`src/rtl/rtc_pkg.sv`:
```
package rtc_pkg;

  typedef struct packed {
    logic [7:0] year;
    logic [7:0] mon;
    logic [7:0] day;
    logic [2:0] wday;
    logic [7:0] hour;
    logic [7:0] min;
    logic [7:0] sec;
  } cal_t;

  // BCD increment of a two-digit value
  function automatic logic [7:0] bcd_inc(input logic [7:0] v);
    if (v[3:0] >= 4'd9) return {v[7:4] + 4'd1, 4'd0};
    else                return {v[7:4], v[3:0] + 4'd1};
  endfunction

  // Last day of a BCD month; year divisible by 4 iff (2*tens + ones) mod 4 == 0
  function automatic logic [7:0] month_len(input logic [7:0] mon, input logic [7:0] yr);
    logic [1:0] r;
    r = {yr[4], 1'b0} + yr[1:0];
    case (mon)
      8'h02:                      return (r == 2'd0) ? 8'h29 : 8'h28;
      8'h04, 8'h06, 8'h09, 8'h11: return 8'h30;
      default:                    return 8'h31;
    endcase
  endfunction

  // One second forward with full carry chain
  function automatic cal_t cal_next(input cal_t c);
    cal_t n;
    n = c;
    if (c.sec < 8'h59) n.sec = bcd_inc(c.sec);
    else begin
      n.sec = 8'h00;
      if (c.min < 8'h59) n.min = bcd_inc(c.min);
      else begin
        n.min = 8'h00;
        if (c.hour < 8'h23) n.hour = bcd_inc(c.hour);
        else begin
          n.hour = 8'h00;
          n.wday = (c.wday == 3'd7) ? 3'd1 : c.wday + 3'd1;
          if (c.day < month_len(c.mon, c.year)) n.day = bcd_inc(c.day);
          else begin
            n.day = 8'h01;
            if (c.mon < 8'h12) n.mon = bcd_inc(c.mon);
            else begin
              n.mon  = 8'h01;
              n.year = (c.year >= 8'h99) ? 8'h00 : bcd_inc(c.year);
            end
          end
        end
      end
    end
    return n;
  endfunction

  function automatic logic [31:0] pack_time(input cal_t c);
    return {10'd0, c.hour[5:0], 1'b0, c.min[6:0], 1'b0, c.sec[6:0]};
  endfunction

  function automatic logic [31:0] pack_date(input cal_t c);
    return {8'd0, c.year, c.wday, c.mon[4:0], 2'b0, c.day[5:0]};
  endfunction

endpackage

```
`src/rtl/rtc_prescaler.sv`:
```
module rtc_prescaler #(
  parameter int A_W = 7,
  parameter int S_W = 15
) (
  input  logic           clk,
  input  logic           rst,
  input  logic           en,
  input  logic           hold,
  input  logic [A_W-1:0] div_a,
  input  logic [S_W-1:0] div_s,
  output logic           tick
);
  logic [A_W-1:0] cnt_a;
  logic [S_W-1:0] cnt_s;
  logic           a_wrap;

  assign a_wrap = (cnt_a == div_a);
  assign tick   = en && !hold && a_wrap && (cnt_s == div_s);

  always_ff @(posedge clk) begin
    if (rst || hold) begin
      cnt_a <= '0;
      cnt_s <= '0;
    end else if (en) begin
      if (a_wrap) begin
        cnt_a <= '0;
        if (cnt_s == div_s) cnt_s <= '0;
        else                cnt_s <= cnt_s + 1'b1;
      end else begin
        cnt_a <= cnt_a + 1'b1;
      end
    end
  end

  // a period longer than one enable never yields back-to-back ticks
  a_r4_tick_spacing: assert property (@(posedge clk) disable iff (rst)
    (tick && (div_a != '0 || div_s != '0)) |=> !tick);

endmodule

```
`src/rtl/rtc_calendar.sv`:
```
module rtc_calendar
  import rtc_pkg::*;
(
  input  logic        clk,
  input  logic        rst,
  input  logic        tick,
  input  logic        ld_time,
  input  logic        ld_date,
  input  logic [31:0] wdata,
  output cal_t        cal_q,
  output cal_t        cal_nxt
);

  always_comb begin
    cal_nxt = cal_q;
    if (ld_time) begin
      cal_nxt.sec  = {1'b0, wdata[6:0]};
      cal_nxt.min  = {1'b0, wdata[14:8]};
      cal_nxt.hour = {2'b0, wdata[21:16]};
    end else if (ld_date) begin
      cal_nxt.day  = {2'b0, wdata[5:0]};
      cal_nxt.mon  = {3'b0, wdata[12:8]};
      cal_nxt.wday = wdata[15:13];
      cal_nxt.year = wdata[23:16];
    end else if (tick) begin
      cal_nxt = cal_next(cal_q);
    end
  end

  always_ff @(posedge clk) begin
    if (rst) cal_q <= '0;
    else     cal_q <= cal_nxt;
  end

  logic quiet, at_midnight;
  assign quiet       = !ld_time && !ld_date;
  assign at_midnight = (cal_q.hour == 8'h23) && (cal_q.min == 8'h59) && (cal_q.sec == 8'h59);

  // seconds wrap on a tick at 59
  a_r5_sec_wrap: assert property (@(posedge clk) disable iff (rst)
    (tick && quiet && cal_q.sec == 8'h59) |=> (cal_q.sec == 8'h00));

  // Sunday rolls over to Monday at midnight
  a_r7_wday_wrap: assert property (@(posedge clk) disable iff (rst)
    (tick && quiet && at_midnight && cal_q.wday == 3'd7) |=> (cal_q.wday == 3'd1));

  // end of December starts January
  a_r6_year_end: assert property (@(posedge clk) disable iff (rst)
    (tick && quiet && at_midnight && cal_q.mon == 8'h12 && cal_q.day == 8'h31) |=> (cal_q.mon == 8'h01));

  // without tick or load the calendar holds
  a_r8_hold: assert property (@(posedge clk) disable iff (rst)
    (!tick && quiet) |=> $stable(cal_q));

endmodule

```
`src/rtl/rtc_sync_ctrl.sv`:
```
module rtc_sync_ctrl #(
  parameter int SYNC_LAT = 2
) (
  input  logic clk,
  input  logic rst,
  input  logic en,
  input  logic ctrl_wr,
  input  logic wr_req,
  input  logic wr_sync,
  output logic init_req,
  output logic init_ack,
  output logic sync_ok
);
  localparam int CNT_W = $clog2(SYNC_LAT + 1);
  localparam logic [CNT_W-1:0] LAST = CNT_W'(SYNC_LAT - 1);

  logic [CNT_W-1:0] ack_cnt, syn_cnt;

  always_ff @(posedge clk) begin
    if (rst) begin
      init_req <= 1'b0;
      init_ack <= 1'b0;
      sync_ok  <= 1'b0;
      ack_cnt  <= '0;
      syn_cnt  <= '0;
    end else begin
      if (ctrl_wr) init_req <= wr_req;

      if (!init_req) begin
        init_ack <= 1'b0;
        ack_cnt  <= '0;
      end else if (!init_ack && en) begin
        if (ack_cnt == LAST) begin
          init_ack <= 1'b1;
          ack_cnt  <= '0;
        end else begin
          ack_cnt <= ack_cnt + 1'b1;
        end
      end

      if (init_req || init_ack || (ctrl_wr && !wr_sync)) begin
        sync_ok <= 1'b0;
        syn_cnt <= '0;
      end else if (!sync_ok && en) begin
        if (syn_cnt == LAST) begin
          sync_ok <= 1'b1;
          syn_cnt <= '0;
        end else begin
          syn_cnt <= syn_cnt + 1'b1;
        end
      end
    end
  end

  // acknowledge only rises under a standing request
  a_r2_ack_needs_req: assert property (@(posedge clk) disable iff (rst)
    $rose(init_ack) |-> init_req);

  // acknowledge drops one clock after the request goes away
  a_r2_ack_drops: assert property (@(posedge clk) disable iff (rst)
    !init_req |=> !init_ack);

  // flag is low after any cycle inside the window
  a_r9_sync_low_in_init: assert property (@(posedge clk) disable iff (rst)
    (init_req || init_ack) |=> !sync_ok);

endmodule

```
`src/rtl/bcd_rtc_core.sv`:
```
module bcd_rtc_core
  import rtc_pkg::*;
#(
  parameter int A_W      = 7,
  parameter int S_W      = 15,
  parameter int SYNC_LAT = 2
) (
  input  logic        clk,
  input  logic        rst,
  input  logic        rtc_en,
  input  logic        bus_wr,
  input  logic [1:0]  bus_addr,
  input  logic [31:0] bus_wdata,
  output logic [31:0] bus_rdata,
  output logic        sec_tick
);
  localparam logic [1:0] ADR_TIME = 2'd0;
  localparam logic [1:0] ADR_DATE = 2'd1;
  localparam logic [1:0] ADR_CTRL = 2'd2;
  localparam logic [1:0] ADR_DIV  = 2'd3;
  localparam int A_LSB = 16;

  logic init_req, init_ack, sync_ok, cal_valid;
  logic ld_time, ld_date, ld_div, ctrl_wr;
  logic [A_W-1:0] div_a;
  logic [S_W-1:0] div_s;
  cal_t cal_q, cal_nxt;
  logic [31:0] shd_time, shd_date;

  assign ctrl_wr = bus_wr && (bus_addr == ADR_CTRL);
  assign ld_time = bus_wr && init_ack && (bus_addr == ADR_TIME);
  assign ld_date = bus_wr && init_ack && (bus_addr == ADR_DATE);
  assign ld_div  = bus_wr && init_ack && (bus_addr == ADR_DIV);

  rtc_sync_ctrl #(.SYNC_LAT(SYNC_LAT)) u_ctrl (
    .clk(clk), .rst(rst), .en(rtc_en), .ctrl_wr(ctrl_wr),
    .wr_req(bus_wdata[0]), .wr_sync(bus_wdata[2]),
    .init_req(init_req), .init_ack(init_ack), .sync_ok(sync_ok)
  );

  rtc_prescaler #(.A_W(A_W), .S_W(S_W)) u_div (
    .clk(clk), .rst(rst), .en(rtc_en), .hold(init_ack),
    .div_a(div_a), .div_s(div_s), .tick(sec_tick)
  );

  rtc_calendar u_cal (
    .clk(clk), .rst(rst), .tick(sec_tick), .ld_time(ld_time), .ld_date(ld_date),
    .wdata(bus_wdata), .cal_q(cal_q), .cal_nxt(cal_nxt)
  );

  always_ff @(posedge clk) begin
    if (rst) begin
      div_a <= '1;
      div_s <= '1;
    end else if (ld_div) begin
      div_a <= bus_wdata[A_LSB +: A_W];
      div_s <= bus_wdata[0 +: S_W];
    end
  end

  // Read copies follow the live counters on each enable outside the window
  always_ff @(posedge clk) begin
    if (rst) begin
      shd_time <= '0;
      shd_date <= '0;
    end else if (rtc_en && !init_ack) begin
      shd_time <= pack_time(cal_nxt);
      shd_date <= pack_date(cal_nxt);
    end
  end

  assign cal_valid = (cal_q.year != 8'h00);

  always_comb begin
    case (bus_addr)
      ADR_TIME: bus_rdata = shd_time;
      ADR_DATE: bus_rdata = shd_date;
      ADR_CTRL: bus_rdata = {28'd0, cal_valid, sync_ok, init_ack, init_req};
      default:  bus_rdata = (32'(div_a) << A_LSB) | 32'(div_s);
    endcase
  end

  // no seconds tick inside the window
  a_r8_no_tick_in_init: assert property (@(posedge clk) disable iff (rst)
    init_ack |-> !sec_tick);

  // divider write outside the window leaves the settings alone
  a_r3_div_locked: assert property (@(posedge clk) disable iff (rst)
    (bus_wr && bus_addr == ADR_DIV && !init_ack) |=> ($stable(div_a) && $stable(div_s)));

endmodule

```
`config.mk`:
```
export PLATFORM = sky130hd
export DESIGN_NAME = bcd_rtc_core
export DESIGN_NICKNAME = d
export VERILOG_FILES = /design/src/rtl/rtc_pkg.sv /design/src/rtl/rtc_prescaler.sv /design/src/rtl/rtc_calendar.sv /design/src/rtl/rtc_sync_ctrl.sv /design/src/rtl/bcd_rtc_core.sv
export SDC_FILE = /design/constraint.sdc
export NUM_CORES = 1
export LEC_CHECK = 0
export ABC_AREA = 1
export ABC_CLOCK_PERIOD_IN_PS = 2700
export CAP_MARGIN = 20
export CORE_ASPECT_RATIO = 2
export CORE_MARGIN = 1.5
export CORE_UTILIZATION = 53
export DETAILED_ROUTE_END_ITERATION = 7
export PLACE_DENSITY = 0.77
export SLEW_MARGIN = 15
export SYNTH_ARGS = -nofsm -noshare
export SYNTH_HDL_FRONTEND = slang
export SYNTH_HIERARCHICAL = 1
export SYNTH_SLANG_ARGS = --single-unit
```
`constraint.sdc`:
```
create_clock -name clk -period 2.7 [get_ports clk]
set_input_delay 0.405 -clock clk [delete_from_list [all_inputs] [get_ports clk]]
set_output_delay 0.405 -clock clk [all_outputs]
set_load 0.01 [all_outputs]
```
# --- After elaboration in Yosys (flattened, before gate mapping) ---
# Cells that the tools add are included.
word_totals:
  reg_bits: 144
  latchBits: 0
  ramBits: 0
  mem_bits_ro: 0
  input_bits: 38
  output_inout_bits: 33
  word_cells: 149
  mem_count: 0
op_classes:
  addsub: 18
  n_mul: 0
  n_div: 0
  magnitude_cmp: 12
  eq_ne: 22
  shifts: 0
  mux: 36
  n_bitwise: 6
  n_reduce_logical: 32
op_table:
  columns: ["operator", "n"]
  rows:
  - ["8-bit two-way mux", 19]
  - ["27-bit two-way mux", 3]
  - ["24-bit one-hot mux with 3 select lines", 1]
  - ["51-bit two-way mux", 1]
  - ["4-bit by 1-bit adder with 4-bit output (second input constant)", 12]
  - ["22-bit two-way mux", 2]
  - ["43-bit two-way mux", 1]
  - ["35-bit two-way mux", 1]
  - ["4-bit >= comparator (second input constant)", 6]
  - ["23-bit by 15-bit bitwise OR with 23-bit output", 1]
  - ["8-bit by 3-bit equality test with 1-bit output (second input constant)", 2]
  - ["8-bit by 7-bit < comparator with 1-bit output (second input constant)", 2]
  - ["16-bit two-way mux", 1]
  - ["8-bit one-hot mux with 2 select lines", 1]
  - ["15-bit by 1-bit adder with 15-bit output (second input constant)", 1]
  - ["15-bit equality test", 1]
  - ["15-bit two-way mux", 1]
  - ["2-bit inequality test (second input constant)", 7]
  - ["1-bit logical AND", 10]
  - ["8-bit by 2-bit equality test with 1-bit output (second input constant)", 1]
  - ["8-bit by 4-bit equality test with 1-bit output (second input constant)", 1]
  - ["8-bit by 5-bit equality test with 1-bit output (second input constant)", 1]
  - ["8-bit >= comparator (second input constant)", 1]
  - ["8-bit by 5-bit < comparator with 1-bit output (second input constant)", 1]
  - ["other kinds (29)", 48]

# --- Logic depth before layout (Yosys ltp) ---
# Gate-level depths: netlist of run 1.
depth:
  depth_word: 18
  mapped_depth: 23
  mapped_depth_nobuf: 23

# --- By module ---
# The synthesis of run 1 kept the hierarchy.
modules_own_cells:
  columns: ["mod", "n_inst", "cells_each", "area_per_inst_um2", "seq_area_each_um2"]
  rows:
  - ["rtc_calendar", 1, 611, 3926.3, 1021.0]
  - ["bcd_rtc_core", 1, 403, 2770.2, 1281.2]
  - ["rtc_prescaler", 1, 293, 1601.5, 440.4]
  - ["rtc_sync_ctrl", 1, 42, 301.5, 140.1]

# --- Worst setup path before layout of run 1 ---
# OpenSTA, ideal clock, no wires.
synth_timing:
  path_kind: "flip-flop to flip-flop"
  startpoint: "reg u_div.cnt_a[3]"
  endpoint: "reg shd_time[14]"
  setup_time_ns: 0.116
  arrival_ns: 2.554
  t_required_ns: 2.584
  path_slack_ns: 0.031
  path_stages_with_launch: 19
  path_buffers: 0
  period_less_slack_ns: 2.669
  cell_sequence: "dfxtp_1 -> inv_2 -> nand2_1 -> nand2_1 -> nor2_2 -> nand2_2 -> nor2_4 -> nand3_1 -> nor2_1 -> inv_1 -> nor2_2 -> nand2_1 -> nor2_1 -> nand2_1 -> xnor2_1 -> nand3_1 -> nand2_1 -> o21ai_0 -> nor2_1"
synth_lines:
  columns: ["item", "line_no", "source"]
  rows:
  - ["start: declaration", "rtc_prescaler.sv:13", "logic [A_W-1:0] cnt_a;"]
  - ["start signal: assignment", "rtc_prescaler.sv:30", "cnt_a <= cnt_a + 1'b1;"]
  - ["end signal: assignment", "bcd_rtc_core.sv:67", "shd_time <= pack_time(cal_nxt);"]
  - ["end: declaration", "bcd_rtc_core.sv:28", "logic [31:0] shd_time, shd_date;"]

==> key figures, run 1 <==
Floorplanning
  – CORE AREA: 15800 sq um
  – Std cell rows: 65
  – Die area: 17000 sq um
  – Top Ports: 71
  – Die width: 92.9 microns
  – Starting density of the core: 54.3%
  – Die Y-Extent: roughly 180 microns

Layout
  – Antenna Cells: 0
  – Final core occ: 67.1%
  – Multi-input logic area: a little under 5000 sq um
  – FF+latch area: 2920 sq um
  – Layout area overhead: 23.5%
  – Share of cells above drive strength 1: between 10% and 20%
  – Final #Nets: between 1500 and 2000
  – Fillers: between 1000 and 1500
  – Finished Cell Area: 10600 sq um

Setup path
  – Top cell by count, worst path: nand2_1
  – Crit path kind: reg -> reg
  – Crit-path max cell delay: 0.36 ns
  – Crit. End Element: register
  – CP Data Arrival Time: 2.99 ns
  – Nature of the critical path startpoint: register
  – Worst path cell trace: inv_1 > nand2_1 > nand2_1 > nor2_1 > nand2_2 > nor2_4 > nand3_2 > nor2_2 > buf_6 > inv_2 > nor2_4 > buf_6 > nand2_1 > nor3_2 > xor2_1 > nand4_1 > nand2_1 > o21ai_1 > a21oi_1
  – Worst-path maximum fanout: 4
  – Reg2Reg Launch Point: u_div/cnt_a[2]
  – Slowest cell on the critical path: dfxtp_1
  – Critical Path RT: 3.05 ns
  – Critical Path Source: u_div/cnt_a[2]

Min path
  – Hold_sp: u_ctrl/ack_cnt[1]
  – HP Class: reg -> reg

Timing
  – Setup violators final: 0
  – RSZ-0062 raised after global routing: true
  – Setup TNS Final: 0 ns
  – Max Slew Vio Count: 0
  – Slew Limit Headroom: 36.2%
  – Slew @ Worst Pin: about 0.95 ns
  – Hold Vio Cnt, Final: 0
  – Min cycle time layout: 2.64 ns
  – Fin crit share: 97.9%
  – Max Freq: 378 MHz
  – Final Skew: 0.00773 ns

Route
  – Post-DR vias/cell: 5.47
  – 1st-iter DRT viols: approximately 620
  – Routed len/inst: about 15 microns
  – Via Count: 9104
  – DRT Pass-1 Iters: 6
  – Drt drc: 0
  – Routed WL: 25600 microns
  – ANT nets after route: 0

Global routing
  – GRT Overall Usage: 30.4%
  – Initial antenna violation count: 0
  – GR Overflow Total: 0
  – First-pass GRT wire length: between 40000 and 50000 microns
  – Pin count of the biggest net entering global routing: 55
  – Vias in the first global route: 8706

Place
  – GPL Wtd Cong: 0.963
  – Port bufs: 54
  – Post-Place Cell Area: roughly 9700 sq um
  – DP HPWL: 18600 microns

Clocking
  – Clk_lat worst skew: 0.43 ns
  – Clock Path Buffers: 2
  – Reg clk slew, reported paths: 0.06 ns
  – Num Clock Sinks: between 100 and 150
  – CTS tree: built
  – Root buffer cell: clkbuf_16
  – H-Tree Depth: 4
  – CTS buffer count: 17
  – Hold-fix buffers, CTS: 0

Power and ir drop
  – Clock share of power: 49.8%
  – Power Density: 479 nW/um^2
  – VDD IR max: 376 uV
  – Pleak: 5.05 nW
  – Sw Pwr: 1.19 mW
  – Combinational power share: 7.2%
  – Net Sw Frac: 23.4%
  – Pint: 3.88 mW
  – Flop pwr share: 43.0%

Synth
  – Cells after Synth: 1340
  – Avg Cell Area, Syn: 6.39 sq um
  – Mapped Area: around 8600 sq um
  – YS warnings: 6

Outcome
  – Status: finished clean

Job
  – Max cap viols: 0
power groups by stage:
stage,combinational [mW],clock [mW],sequential (mW)
2_1_floorplan,0.181,0,2.22
3_3_place_gp,0.354,0,2.23
3_5_place_dp,0.356,0,2.23
4_1_cts,0.360,2.55,2.18
5_1_grt,0.397,2.64,2.19
6_report,0.365,2.52,2.18
registers in the layout, indices dropped and copies added, names as in the netlist:
signal           count
u_cal/cal_q         51
shd_date            22
shd_time            20
div_s               15
u_div/cnt_s         15
div_a                7
u_div/cnt_a          7
u_ctrl/ack_cnt       2
u_ctrl/syn_cnt       2
u_ctrl/init_ack      1
u_ctrl/init_req      1
u_ctrl/sync_ok       1
layout by cell type (no fill, tap or decap), types with 8 or more instances in the layout:
cell type	n
dfxtp_2	22
nand2_1	393
conb_1	8
nor3_1	10
xor2_1	13
a21oi_1	69
clkbuf_16	17
nor2_2	12
a22oi_1	9
clkdlybuf4s50_1	50
nand3_1	96
inv_2	16
o21ai_1	16
nor2_1	173
inv_1	132
nor2_4	10
ha_1	34
dfxtp_1	119
o21ai_0	58
nand4_1	26
nand2_2	16
buf_4	78
path summary, 6_finish.rpt:
path	end	slack, ns	depth (start not counted)
hold reg to reg	u_ctrl/ack_cnt[1]	0.44	2
setup / recovery	shd_time[3]	0.06	19
hold / removal	u_ctrl/ack_cnt[1]	0.44	2
setup reg to reg	shd_time[3]	0.06	19
metrics by stage:
stage          instances  worst slack [ns]  hold WS, ns  power, mW
2_1_floorplan       1347            0.0576        0.414       2.41
3_3_place_gp        1622            -0.245        0.426       2.58
3_5_place_dp        1622            -0.294        0.427       2.59
4_1_cts             1654            0.0178        0.437       5.09
5_1_grt             1664           -0.0880        0.469       5.22
6_report            1664            0.0568        0.436       5.07
routing by layer:
metal / vias to the layer above / GRT usage (%) / routed length (microns)
met2: 338 / 55.0 / 13600
met3: 107 / 4.85 / 1210
met4: 0 / 21.2 / 1530
met5: - / 0 / 0
li1: 4472 / - / -
met1: 4187 / 31.0 / 9230
critical path: cells and delay by family, from the launching register on:
| family | cells | cell delay [ns] |
|---|---|---|
| AOI/OAI and AO/OA | 2 | 0.23 |
| xor gates and xnor gates | 1 | 0.18 |
| buffers and inverters | 4 | 0.39 |
| DFF | 1 | 0.36 |
| and+or+nand+nor | 12 | 1.40 |
layout make-up:
cell class              count  area share, %
repair buffers            141           12.0
well taps                 201           2.38
clock buffers              19           4.19
clock inverters            13           1.77
flip-flops and latches    144           27.6
inverters                 151           5.39
multi-input cells         995           46.7
timing repair:
action,4_1_cts,5_1_grt
setup endpoints to repair,4,60
cloned,0,1
pin swaps,2,22
setup buffers,0,9
gates resized for setup,16,64
Power figures use the tool's default switching activity.
==> run 2: changes to the inputs <==
ABC_CLOCK_PERIOD_IN_PS = 3000   (was 2700)
CORE_UTILIZATION = 55   (was 53)
PLACE_DENSITY = 0.76   (was 0.77)
clock period = 3 ns   (was 2.7 ns; I/O delays follow)
==> run 2 against run 1 <==
Effect of this change: clock skew increased by 0.0025 ns; critical path depth is 8 lower; cell count decreased by 1.3%; worst hold slack worse by 0.049 ns; clock power down 20%; via count decreased by 2.7%; count of clock-buffer cells in the layout up 3; first-iteration DRC count decreased by 28%; largest cell class unchanged.
==> key figures, run 2 (synthesized netlist as in run 1, its figures left out) <==
Timing
  – Setup violators final: 0 (unchanged)
  – Final Skew: 0.0103 ns (was 0.00773 ns)
  – RSZ-0062 raised after global routing: false (was true)
  – Fin crit share: a little over nine tenths
  – Max Freq: ~350 MHz
  – Max Slew Vio Count: 0 (unchanged)
  – Hold Vio Cnt, Final: 0 (unchanged)
  – Setup ws final: 0.107 ns (was 0.0568 ns)
  – Slew Limit Headroom: 61.9% (was 36.2%)
  – Slew @ Worst Pin: 0.566 ns (was 0.951 ns)
  – Min cycle time layout: 2.89 ns

Layout
  – Non-Filler Instances: 1642 (was 1664)
  – Largest registers: u_cal/cal_q (51), shd_date (22), shd_time (20) (unchanged)
  – Share of cells above drive strength 1: 10.8% (was 15.2%)
  – Final #Nets: 1507 (was 1525)
  – Most frequent cells in the layout: nand2_1 (400), nor2_1 (181), dfxtp_1 (138) (was nand2_1 (393), nor2_1 (173), inv_1 (132))
  – Antenna Cells: 0 (unchanged)
  – Commonest non-fill, non-tap cell in the layout: nand2_1 (unchanged)
  – Multi-input logic area: 4810 sq um (was 4940 sq um)
  – Fillers: 1401 (was 1362)
  – Top reg by flops: u_cal/cal_q (unchanged)
  – Max reg flops: 51 (unchanged)
  – Layout area overhead: 18.7% (was 23.5%)
  – FF+latch area: 2890 sq um (was 2920 sq um)

Setup path
  – Crit path kind: reg -> out (was reg -> reg)
  – Crit. End Element: primary output (was register)
  – CP Data Arrival Time: 2.44 ns (was 2.99 ns)
  – Critical Path RT: 2.55 ns (was 3.05 ns)
  – Worst-path maximum fanout: 4 (unchanged)
  – Nature of the critical path startpoint: register (unchanged)

Global routing
  – GRT Overall Usage: 30.7% (was 30.4%)
  – Pin count of the biggest net entering global routing: 48 (was 55)
  – Vias in the first global route: 8578 (was 8706)
  – Initial antenna violation count: 0 (unchanged)
  – First-pass GRT wire length: 40200 microns (was 40600 microns)
  – GR Overflow Total: 0 (unchanged)

Place
  – Port bufs: 54 (unchanged)
  – GPL Wtd Cong: 0.961 (was 0.963)
  – Placed Cells: 1611 (was 1622)
  – DP HPWL: 18200 microns (was 18600 microns)
  – Post-place setup slack: -0.210 ns (was -0.294 ns)

Job
  – Max cap viols: 0 (unchanged)

Floorplanning
  – Starting density of the core: 56.0% (was 54.3%)
  – Std cell rows: 64 (was 65)
  – Die area: 16400 sq um (was 17000 sq um)
  – Die Y-Extent: 179 microns (was 183 microns)
  – CORE AREA: 15300 sq um (was 15800 sq um)
  – Die width: 91.2 microns (was 92.9 microns)
  – Top Ports: 71 (unchanged)

Route
  – Via Count: 8859 (was 9104)
  – ANT nets after route: 0 (unchanged)
  – Routed len/inst: 14.9 microns (was 15.4 microns)
  – Drt drc: 0 (unchanged)
  – 1st-iter DRT viols: 446 (was 623)
  – Routed WL: 24400 microns (was 25600 microns)
  – Post-DR vias/cell: 5.40 (was 5.47)
  – DRT Pass-1 Iters: 7 (was 6)

Power and ir drop
  – Power Density: 424 nW/um^2 (was 479 nW/um^2)
  – Overall Power: 4.31 mW (was 5.07 mW)
  – Pleak: 4.86 nW (was 5.05 nW)
  – VDD IR max: 343 uV (was 376 uV)

Clocking
  – Clk_lat worst skew: 0.43 ns (about the same)
  – Num Clock Sinks: 144 (unchanged)
  – Reg clk slew, reported paths: 0.06 ns (about the same)
  – H-Tree Depth: 4 (unchanged)
  – Setup bufs post-CTS: 0 (unchanged)
  – Root buffer cell: clkbuf_16 (unchanged)
  – CTS buffer count: 17 (unchanged)
  – Hold-fix buffers, CTS: 0 (unchanged)
  – CTS tree: built (unchanged)
  – Clock Path Buffers: 2 (unchanged)

Min path
  – HP Class: in -> reg (was reg -> reg)

Outcome
  – Status: finished clean (unchanged)
## run 2: power breakdown
group          switching [mW]  leakage [nW]  internal [mW]
Combinational           0.188          3.42          0.130
Sequential             0.0192          1.17           1.95
Clock                   0.824         0.268           1.20
Total                    1.03          4.86           3.28
## run 2: layout make-up
class                           instances  share of cell area (%)
Timing Repair Buffer                  124                    10.7
Sequential cell                       144                    28.4
Tap cell                              198                    2.44
Clock buffer                           22                    4.67
Multi-Input combinational cell        994                    47.4
Clock inverter                          9                   0.837
Inverter                              151                    5.59
## run 2: final timing paths
check | start | to | slack, ns | cells past startpoint
setup reg to reg | u_cal/cal_q[35] | shd_date[18] | 0.25 | 20
setup / recovery | u_div/cnt_s[6] | sec_tick | 0.11 | 11
hold / removal | rst | u_cal/cal_q[1] | 0.39 | 2
hold reg to reg | u_ctrl/ack_cnt[1] | u_ctrl/ack_cnt[1] | 0.44 | 2
## run 2: what timing repair did
| item | in CTS | in global routing |
|---|---|---|
| setup endpoints to repair | 1 | 7 |
| endpoints found under the hold margin | 0 | 0 |
| gates cloned | 0 | 0 |
| gates resized for setup | 2 | 8 |
## run 2: layer usage
metal	up-vias	wire, microns	global-route usage (%)
met5	-	0	0
met4	0	1400	19.6
met3	101	1150	4.61
met2	310	12700	55.4
met1	4015	9180	32.4
li1	4433	-	-
## run 2: worst max-delay path, stage by stage (launching register included)
cell and delay, ns:
dfxtp_2 0.38, inv_1 0.10, nand2_1 0.06, nand2_1 0.05, nor2_1 0.10, nand2_1 0.09, nor2_4 0.16, nand3_1 0.14
nor2_1 0.12, buf_4 0.15, buf_4 0.13, clkdlybuf4s50_1 0.52
## run 2: metrics by stage
| stage | hold slack [ns] | utilization, % | area, sq um | TNS, ns |
|---|---|---|---|---|
| floorplan | 0.414 | - | 8590 | 0 |
| global placement | 0.431 | 62.7 | 9590 | -4.27 |
| detailed placement | 0.432 | 62.7 | 9590 | -4.90 |
| CTS | 0.383 | 66.4 | 10100 | 0 |
| global route | 0.405 | 66.5 | 10200 | 0 |
| finish | 0.387 | 66.5 | 10200 | 0 |
==> run 3: changes to the inputs <==
HOLD_SLACK_MARGIN = 0.05   (was default)
SLEW_MARGIN = 20   (was 15)
==> results of run 3 <==
No change in the layout: final DEF, timing and power equal those of run 2.
